### src/rtl/cpy_pkg.sv
package cpy_pkg;
    typedef enum logic [1:0] {
        ST_IDLE  = 2'd0,
        ST_WRITE = 2'd1,
        ST_DONE  = 2'd2
    } cpy_state_e;

    localparam logic [7:0] CODE_WPROT = 8'h55;
    localparam logic [7:0] CODE_OTP   = 8'hAA;

    function automatic logic is_lock_code(input logic [7:0] b);
        return (b == CODE_WPROT) || (b == CODE_OTP);
    endfunction

    function automatic logic [7:0] make_status(input logic aa, input logic pf,
                                               input logic [2:0] e);
        return {aa, 1'b0, pf, 2'b00, e};
    endfunction
endpackage

### src/rtl/cpy_auth.sv
module cpy_auth
    import cpy_pkg::*;
#(
    parameter int ADDR_W    = 16,
    parameter int MAIN_ROWS = 16,
    parameter int PAGE_ROWS = 4,
    localparam int PAGES    = MAIN_ROWS / PAGE_ROWS,
    localparam int ROW_W    = ADDR_W - 3
) (
    input  logic [ADDR_W-1:0]      ta,
    input  logic [2:0]             es_e,
    input  logic                   es_pf,
    input  logic                   es_aa,
    input  logic [ADDR_W-1:0]      auth_ta,
    input  logic [7:0]             auth_es,
    input  logic [(PAGES+1)*8-1:0] prot_bytes,
    output logic                   allow,
    output logic                   to_ctrl_row
);
    logic [ROW_W-1:0] row;
    logic [7:0]       page_code;
    logic [7:0]       copy_code;
    logic             in_main, in_ctrl, in_user;
    logic             aligned, filled, echoed, blocked;

    assign row       = ta[ADDR_W-1:3];
    assign copy_code = prot_bytes[PAGES*8 +: 8];
    assign in_main   = row < ROW_W'(MAIN_ROWS);
    assign in_ctrl   = row == ROW_W'(MAIN_ROWS);
    assign in_user   = row == ROW_W'(MAIN_ROWS + 1);

    always_comb begin
        page_code = '0;
        for (int p = 0; p < PAGES; p++) begin
            if (row >= ROW_W'(p * PAGE_ROWS) && row < ROW_W'((p + 1) * PAGE_ROWS))
                page_code = prot_bytes[p*8 +: 8];
        end
    end

    assign aligned = ta[2:0] == 3'b000;
    assign filled  = !es_pf && (es_e == 3'd7);
    assign echoed  = (auth_ta == ta) && (auth_es == make_status(es_aa, es_pf, es_e));
    assign blocked = is_lock_code(copy_code) &&
                     (in_ctrl || in_user || (in_main && page_code == CODE_WPROT));

    assign allow       = aligned && filled && echoed && (in_main || in_ctrl || in_user) && !blocked;
    assign to_ctrl_row = in_ctrl;
endmodule

### src/rtl/cpy_merge.sv
module cpy_merge
    import cpy_pkg::*;
#(
    parameter int PAGES = 4
) (
    input  logic [63:0]          sp_data,
    input  logic [PAGES*8-1:0]   page_codes,
    input  logic                 to_ctrl_row,
    output logic [63:0]          commit_data
);
    for (genvar b = 0; b < 8; b++) begin : g_byte
        if (b < PAGES) begin : g_guarded
            logic keep;
            assign keep = to_ctrl_row && is_lock_code(page_codes[b*8 +: 8]);
            assign commit_data[b*8 +: 8] = keep ? page_codes[b*8 +: 8] : sp_data[b*8 +: 8];
        end else begin : g_plain
            assign commit_data[b*8 +: 8] = sp_data[b*8 +: 8];
        end
    end
endmodule

### src/rtl/cpy_commit.sv
module cpy_commit
    import cpy_pkg::*;
#(
    parameter int ADDR_W    = 16,
    parameter int MAIN_ROWS = 16,
    parameter int PAGE_ROWS = 4,
    localparam int PAGES    = MAIN_ROWS / PAGE_ROWS,
    localparam int ROW_W    = ADDR_W - 3
) (
    input  logic                   clk,
    input  logic                   rst_n,
    input  logic                   req,
    input  logic [ADDR_W-1:0]      ta,
    input  logic [2:0]             es_e,
    input  logic                   es_pf,
    input  logic                   es_aa,
    input  logic [ADDR_W-1:0]      auth_ta,
    input  logic [7:0]             auth_es,
    input  logic [(PAGES+1)*8-1:0] prot_bytes,
    input  logic [63:0]            sp_data,
    output logic                   busy,
    output logic                   wr_en,
    output logic [ADDR_W-1:0]      wr_addr,
    output logic [7:0]             wr_data,
    output logic                   reject,
    output logic                   done,
    output logic                   aa_set
);
    typedef struct packed {
        cpy_state_e       st;
        logic [2:0]       idx;
        logic [ROW_W-1:0] row;
        logic [63:0]      data;
        logic             rej;
    } regs_t;

    regs_t       r_d, r_q;
    logic        allow;
    logic        to_ctrl_row;
    logic [63:0] commit_data;

    cpy_auth #(
        .ADDR_W   (ADDR_W),
        .MAIN_ROWS(MAIN_ROWS),
        .PAGE_ROWS(PAGE_ROWS)
    ) u_auth (
        .ta         (ta),
        .es_e       (es_e),
        .es_pf      (es_pf),
        .es_aa      (es_aa),
        .auth_ta    (auth_ta),
        .auth_es    (auth_es),
        .prot_bytes (prot_bytes),
        .allow      (allow),
        .to_ctrl_row(to_ctrl_row)
    );

    cpy_merge #(
        .PAGES(PAGES)
    ) u_merge (
        .sp_data    (sp_data),
        .page_codes (prot_bytes[PAGES*8-1:0]),
        .to_ctrl_row(to_ctrl_row),
        .commit_data(commit_data)
    );

    always_comb begin
        r_d     = r_q;
        r_d.rej = 1'b0;
        unique case (r_q.st)
            ST_IDLE: begin
                if (req) begin
                    if (allow) begin
                        r_d.st   = ST_WRITE;
                        r_d.idx  = 3'd0;
                        r_d.row  = ta[ADDR_W-1:3];
                        r_d.data = commit_data;
                    end else begin
                        r_d.rej = 1'b1;
                    end
                end
            end
            ST_WRITE: begin
                r_d.idx = r_q.idx + 3'd1;
                if (r_q.idx == 3'd7) r_d.st = ST_DONE;
            end
            ST_DONE:  r_d.st = ST_IDLE;
            default:  r_d.st = ST_IDLE;
        endcase
    end

    always_ff @(posedge clk or negedge rst_n) begin
        if (!rst_n) begin
            r_q <= '{st: ST_IDLE, idx: '0, row: '0, data: '0, rej: 1'b0};
        end else begin
            r_q <= r_d;
        end
    end

    assign busy    = r_q.st != ST_IDLE;
    assign wr_en   = r_q.st == ST_WRITE;
    assign wr_addr = {r_q.row, r_q.idx};
    assign wr_data = r_q.data[{r_q.idx, 3'b000} +: 8];
    assign reject  = r_q.rej;
    assign done    = r_q.st == ST_DONE;
    assign aa_set  = done;
endmodule

### config.mk
export PLATFORM = sky130hd
export DESIGN_NAME = cpy_commit
export DESIGN_NICKNAME = d
export VERILOG_FILES = /design/src/rtl/cpy_pkg.sv /design/src/rtl/cpy_auth.sv /design/src/rtl/cpy_merge.sv /design/src/rtl/cpy_commit.sv
export SDC_FILE = /design/constraint.sdc
export NUM_CORES = 1
export LEC_CHECK = 0
export BUFFER_PORTS_ARGS = -buffer_cell sky130_fd_sc_hd__buf_2
export CAP_MARGIN = 20
export CORE_MARGIN = 1
export CORE_UTILIZATION = 45
export DETAILED_ROUTE_END_ITERATION = 8
export HOLD_SLACK_MARGIN = 0.02
export PLACE_DENSITY = 0.84
export SYNTH_ARGS = -nofsm -noshare
export SYNTH_HDL_FRONTEND = slang
export SYNTH_SLANG_ARGS = --single-unit
### constraint.sdc
create_clock -name clk -period 2.5 [get_ports clk]
set_input_delay 0.125 -clock clk [delete_from_list [all_inputs] [get_ports clk]]
set_output_delay 0.125 -clock clk [all_outputs]
set_load 0.005 [all_outputs]
# [After elaboration in Yosys (flattened, before gate mapping)]
# Cells that the tools add are included.
[word_totals] regBits=83 word_cells=86 inputBits=152
[classes] addsub=1 magnitude_cmp=8 reduce_logical=34 n_eq_ne=22 muxes=15 shifts=1
[ops] op="$mux 83" n=1
[ops] op="$mux 82" n=1
[ops] op="$mux 8" n=8
[ops] op="$shiftx 64x7->8" n=1
[ops] op="$eq 8x7->1 const B" n=6
[ops] op="$eq 8x8->1 const B" n=5
[ops] op="$eq 13x5->1 const B" n=2
[ops] op="$ge 13x4->1 const B" n=2
[ops] op="$lt 13x4->1 const B" n=2
[ops] op="$eq 16x16->1" n=1
[ops] op="$logic_and 1x1->1" n=16
[ops] op="$ge 13x1->1 const B" n=1
[ops] op="$ge 13x3->1 const B" n=1
[ops] op="$lt 13x3->1 const B" n=1
[ops] op="$lt 13x5->1 const B" n=1
[ops] op="$logic_or 1x1->1" n=9
[ops] op="$reduce_and 3->1" n=3
[ops] op="$eq 8x8->1" n=1
[ops] op="$eq 3x3->1 const B" n=2
[ops] op="$pmux 3 s2" n=1
[ops] op="$ne 2x2->1 const B" n=2
[ops] op="$pmux 2 s2" n=1
[ops] op="$reduce_bool 2->1" n=2
[ops] op="$add 3x1->3 const B" n=1
[ops] op="8 further kinds" n=10

# [Depth between registers and ports, before layout]
[depth] word_depth=15 depth_mapped=8 depth_no_buf=5

# [Cells and area by module]
# A second synthesis with hierarchy kept.
[unflattened] cells_unflattened=385 hier_area_um2=5168.7
[by_module_without_submodules] mod="cpy_commit" n_inst=1 seq_area_each_um2=2077.0 area_each_um2=3806.2 cells_per_inst=232
[by_module_without_submodules] mod="cpy_merge" n_inst=1 seq_area_each_um2=0.0 area_each_um2=912.1 cells_per_inst=97
[by_module_without_submodules] mod="cpy_auth" n_inst=1 seq_area_each_um2=0.0 area_each_um2=450.4 cells_per_inst=56

# [Worst setup path after synthesis]
# OpenSTA, ideal clock, no wires.
[synth_timing] path_kind="input to register" start="input port ta[5]" end="register r_q[45] in the netlist's numbering" cell_stages=8 t_required_ns=2.373 arrival_ns=2.005 path_slack_ns=0.368 path_buffers=3 cell_sequence="clkbuf_1 > o31ai_1 > nand3_1 > or4b_1 > a211oi_4 > buf_6 > buf_6 > mux2_1"
[synth_between] elab_chain_cells=13 elab_cells_between_ends=32 classes_between="order compare (8); eq/ne (4); mux (4); reduce/logical (16)"
[synth_lines] item="start: declaration" line_no="cpy_commit.sv:13" text="input logic [ADDR_W-1:0] ta,"
[synth_lines] item="$ge 13x1->1 or $lt 13x3->1 (tied branches)" line_no="cpy_auth.sv:35" text="if (row >= ROW_W'(p * PAGE_ROWS) && row < ROW_W'((p + 1) * PAGE_ROWS))"
[synth_lines] item="$logic_and 1x1->1" line_no="cpy_auth.sv:35"
[synth_lines] item="$mux 8 (4 in series)" line_no="cpy_auth.sv:35"
[synth_lines] item="$eq 8x7->1" line_no="cpy_auth.sv:44" text="(in_ctrl || in_user || (in_main && page_code == CODE_WPROT));"
[synth_lines] item="$logic_and 1x1->1" line_no="cpy_auth.sv:44"
[synth_lines] item="$logic_or 1x1->1" line_no="cpy_auth.sv:44"
[synth_lines] item="$logic_and 1x1->1" line_no="cpy_auth.sv:43" text="assign blocked = is_lock_code(copy_code) &&"
[synth_lines] item="$logic_not 1->1" line_no="cpy_auth.sv:46" text="assign allow = aligned && filled && echoed && (in_main || in_ctrl || in_user) && !blocked;"
[synth_lines] item="$logic_and 1x1->1 *" line_no="cpy_auth.sv:46"
[synth_lines] item="$reduce_and 3->1 (no line) *"
[synth_lines] item="end signal: assignment" line_no="cpy_commit.sv:94" text="r_q <= '{st: ST_IDLE, idx: '0, row: '0, data: '0, rej: 1'b0};"
[synth_lines] item="end signal: assignment" line_no="cpy_commit.sv:96" text="r_q <= r_d;"
[synth_lines] item="end: declaration" line_no="cpy_commit.sv:37" text="regs_t r_d, r_q;"
# Every way passes the cells marked *; elsewhere a longest branch is shown, timed or not.
# A chain may end at the register's enable or synchronous reset.

# [Final worst setup path]
[layout_timing] start="register r_q[82] in the netlist's numbering" end="register r_q[36] in the netlist's numbering"
[layout_between] elab_chain_cells=2
[layout_lines] item="$logic_not 2->1" line_no="cpy_commit.sv:70" text="unique case (r_q.st)"
[layout_lines] item="$reduce_and 3->1 (no line)"
# No other way between the ends.

==> key figures <==
Setup path
  – Crit start category: register
  – CP cell instances: nand2b_1 > or4b_1 > a211oi_4 > buf_12 > mux2_2
  – Path depth of the worst reg2reg path: 5
  – Worst Path Buf+Inv: 1
  – R2r endpoint: r_q[36]$_DFFE_PN0P_
  – Register-to-register path setup slack: 270 ps
  – Worst setup EP type: register
  – FF-to-FF Start: r_q[82]$_DFFE_PN0P_
  – WS Path Type: reg2reg
  – Critical-path maximum fanout: 62
  – Critical Path AT: 2470 ps
  – Max incr delay on CP: 560 ps
  – Crit-path leading delay family: simple AND/OR/NAND/NOR gates
  – Critical Path RT: 2740 ps
  – Crit-path slowest cell: or4b_1

CTS
  – Worst-skew pair later-pin latency: ~340 ps
  – CTS clock-pin slew for the worst setup and hold paths: 100 ps
  – CTS tree: done
  – Clock root buffer: clkbuf_8
  – CTS buffer count: 9
  – CTS sink cnt: 83
  – Clock buffer depth: 2
  – H-tree level count: 3

Placed design
  – HPWL Detailed: 8.65 mm
  – Gp weighted congestion: 0.805
  – Post-placement cell count: 635
  – Port-buffer cells: 180

Global routing
  – Initial antenna violation count: 1
  – Largest net degree at the start of global routing: 84
  – First-pass GRT wire length: 19.1 mm
  – Global route overflow: 0
  – GRT Util Overall: 22.6%
  – Via count of the first global-routing pass: roughly 3800

Floorplanning
  – Core box area: between 9000 and 10000 um^2
  – Starting density of the core: 47.0%
  – Die width: 104 um
  – DIE HEIGHT: 104 um
  – # rows: 36
  – Top-Level Pins: 181
  – Die area: 10800 um^2

Logic synthesis
  – Netlist Area Pre-Place: between 4000 and 5000 um^2
  – Post-synth top flop: dfrtp_1
  – Asr flop ratio synth: 100%
  – Most area-hungry cell type in the Yosys netlist: dfrtp_1
  – Mean Syn Cell Area: 13.5 um^2
  – Post-Synth XOR/XNOR Area: 3.01%
  – Top cells by area, synth: dfrtp_1, mux2_2, mux4_2, mux2_1, nor4bb_1
  – Simple-gate area share of the yosys netlist: 10.6%
  – Synth top area share: about 45%
  – Number of synthesized flops with an enable pin: 0
  – Compound-gate portion of the synthesized area: between 2 and 2.5%
  – Ys Warns: 0
  – Post-Synth Adder-Cell Area: 0.537%
  – Post-Syn Nets: 498
  – Synth Instances: approximately 340
  – Yosys reg bits: 83
  – Unique masters post-synth: 40
  – Largest family of logic cells by synthesized area: multiplexers
  – Seq/Total Area, Yosys: 44.6%
  – Proportion of synthesized area in mux cells: 34.1%

Route
  – Antenna-violating nets left: 0
  – Drt drc: 0
  – Wire per inst: 17.0 um
  – DR WL met2: a little under 6 mm
  – DR pass1 iterations: 4
  – M1 wire length: 4.88 mm
  – WL met3: 467 um
  – Top Metal Used: met4
  – Post-Route WL: approximately 12 mm
  – 1st-iter DRT viols: roughly 130
  – Vias: 3617
  – Vias per cell: approximately 5.3

Power
  – Switching power: between 0.6 and 0.7 mW
  – Sequential fraction of design power: 50.8%
  – Leakage power: 3.12 nW
  – Pint: 2.01 mW
  – Switching Share: 23.9%
  – Design Power: around 2.6 mW
  – Max rail drop VDD: 0.269 mV
  – Pwr/cell area: 430 nW/um^2
  – Logic pwr share: 11.1%
  – Clock power frac: 38.1%

Worst hold path
  – Endpoint, Worst Hold: r_q[33]$_DFFE_PN0P_
  – Hold Path Stages: 2
  – Min-delay worst type: in2reg
  – Hold_sp: sp_data[32]

Timing
  – Crit share post-route: 89.3%
  – Hold Fails Final Rpt: 0
  – Slew HR: ~48%
  – Setup TNS: 0 ps
  – Period minus WS final: 2230 ps
  – Worst-Margin Slew: between 700 and 800 ps
  – Final Skew: 9.13 ps
  – Final setup vio count: 0
  – RSZ-0062 raised after global routing: false
  – Max Slew Vio Count: 0
  – Fmax: 0.448 GHz

Final layout
  – Register area: 2080 um^2
  – Fillcell total: about 800
  – Synthesis-to-finish area growth: 32.1%
  – Layout cells sized above 1: 57.0%
  – # nets final: 700
  – Multi-input gate area: 2360 um^2
  – Final cell count without fillers: 685

Outcome
  – Outcome: finished clean

Run
  – Max-Cap Viols: 0
==> through the flow <==
| stage | instance area, um^2 | hold slack [ps] | setup WS (ps) | utilization [%] |
|---|---|---|---|---|
| floorplan | 4660 | -171 | 368 | - |
| global placement | 5590 | 342 | 135 | 56.4 |
| detailed placement | 5590 | 347 | 83.0 | 56.4 |
| CTS | 6120 | 22.3 | 261 | 61.8 |
| global route | 6150 | 30.5 | 183 | 62.1 |
| finish | 6150 | 34.4 | 267 | 62.1 |
==> sequential cells by signal, summed over array words and instances (netlist names) <==
name	count
r_q	66
reject	1
wr_addr	16
==> synthesized netlist by cell type, drive strengths merged, types with 2 or more instances <==
cell type	n
mux2	109
ha	2
dfrtp	83
mux4	16
nor3	2
a21oi	5
nor2	2
nand2	13
nand3	2
xor2	16
nand2b	5
nor4bb	18
nand4	3
and2	2
o21ai	3
buf	27
a211oi	2
nor2b	9
clkbuf	4
nor4b	2
nor4	7
==> cell type report <==
class	count	share of cell area [%]
multi-input cells	229	38.4
flip-flops and latches	83	33.8
repair buffers	222	21.6
well taps	133	2.71
clock buffers	10	2.24
clock inverters	6	1.16
inverters	1	0.0610
diodes	1	0.0407
==> cells by family after synthesis <==
| kind of cell | count (synthesis) |
|---|---|
| mux | 125 |
| xor+xnor | 16 |
| compound gates | 16 |
| buf+inv | 32 |
| flops | 83 |
| fa+ha+maj | 2 |
| simple gates | 70 |
==> timing repair <==
| action | 4_1_cts | 5_1_grt |
|---|---|---|
| resized for setup | 0 | 0 |
| buffers inserted | 0 | 0 |
| hold buffers | 32 | 0 |
| hold endpoints to repair | 109 | 0 |
| setup endpoints to repair | 0 | 0 |
==> layer usage <==
layer	up-vias	GRT usage (%)
met1	1793	27.5
li1	1679	-
met4	0	8.47
met2	125	40.0
met3	20	4.15
met5	-	0
==> worst max path at each step <==
stage,depth (start not counted),endpoint,slack [ps],from
after CTS,5,r_q[6]$_DFFE_PN0P_,260,r_q[82]$_DFFE_PN0P_
final,5,r_q[36]$_DFFE_PN0P_,270,r_q[82]$_DFFE_PN0P_
after detailed placement,7,r_q[40]$_DFFE_PN0P_,80,ta[11]
after global routing,5,r_q[6]$_DFFE_PN0P_,180,r_q[82]$_DFFE_PN0P_
after floorplan,8,r_q[45]$_DFFE_PN0P_,370,ta[5]
after global placement,7,r_q[42]$_DFFE_PN0P_,130,ta[11]
==> worst reg2reg max path, cell delays in order, from the launching register on <==
cell,delay (ps)
dfrtp_1,390
nand2b_1,170
or4b_1,560
a211oi_4,240
buf_12,310
mux2_2,450
==> cell usage in the layout, fill, tap and decap left out, types with 10 or more instances in the layout <==
cell           synthesis  final
mux2_1                21     21
buf_2                  3    179
dlygate4sd3_1          0     32
mux2_2                88     88
xor2_1                16     16
nor4bb_1              18     18
nand2_1               13     13
dfrtp_1               83     83
clkbuf_8               0     10
mux4_2                16     16
==> power groups by stage <==
stage / logic (mW) / registers, mW / clock network, mW
after floorplan: 0.0664 / 1.37 / 0
after global placement: 0.242 / 1.37 / 0
after detailed placement: 0.250 / 1.37 / 0
after CTS: 0.290 / 1.34 / 1.03
after global routing: 0.322 / 1.34 / 1.09
final: 0.294 / 1.34 / 1.01
No activity file was read; power rests on OpenSTA's default activity.
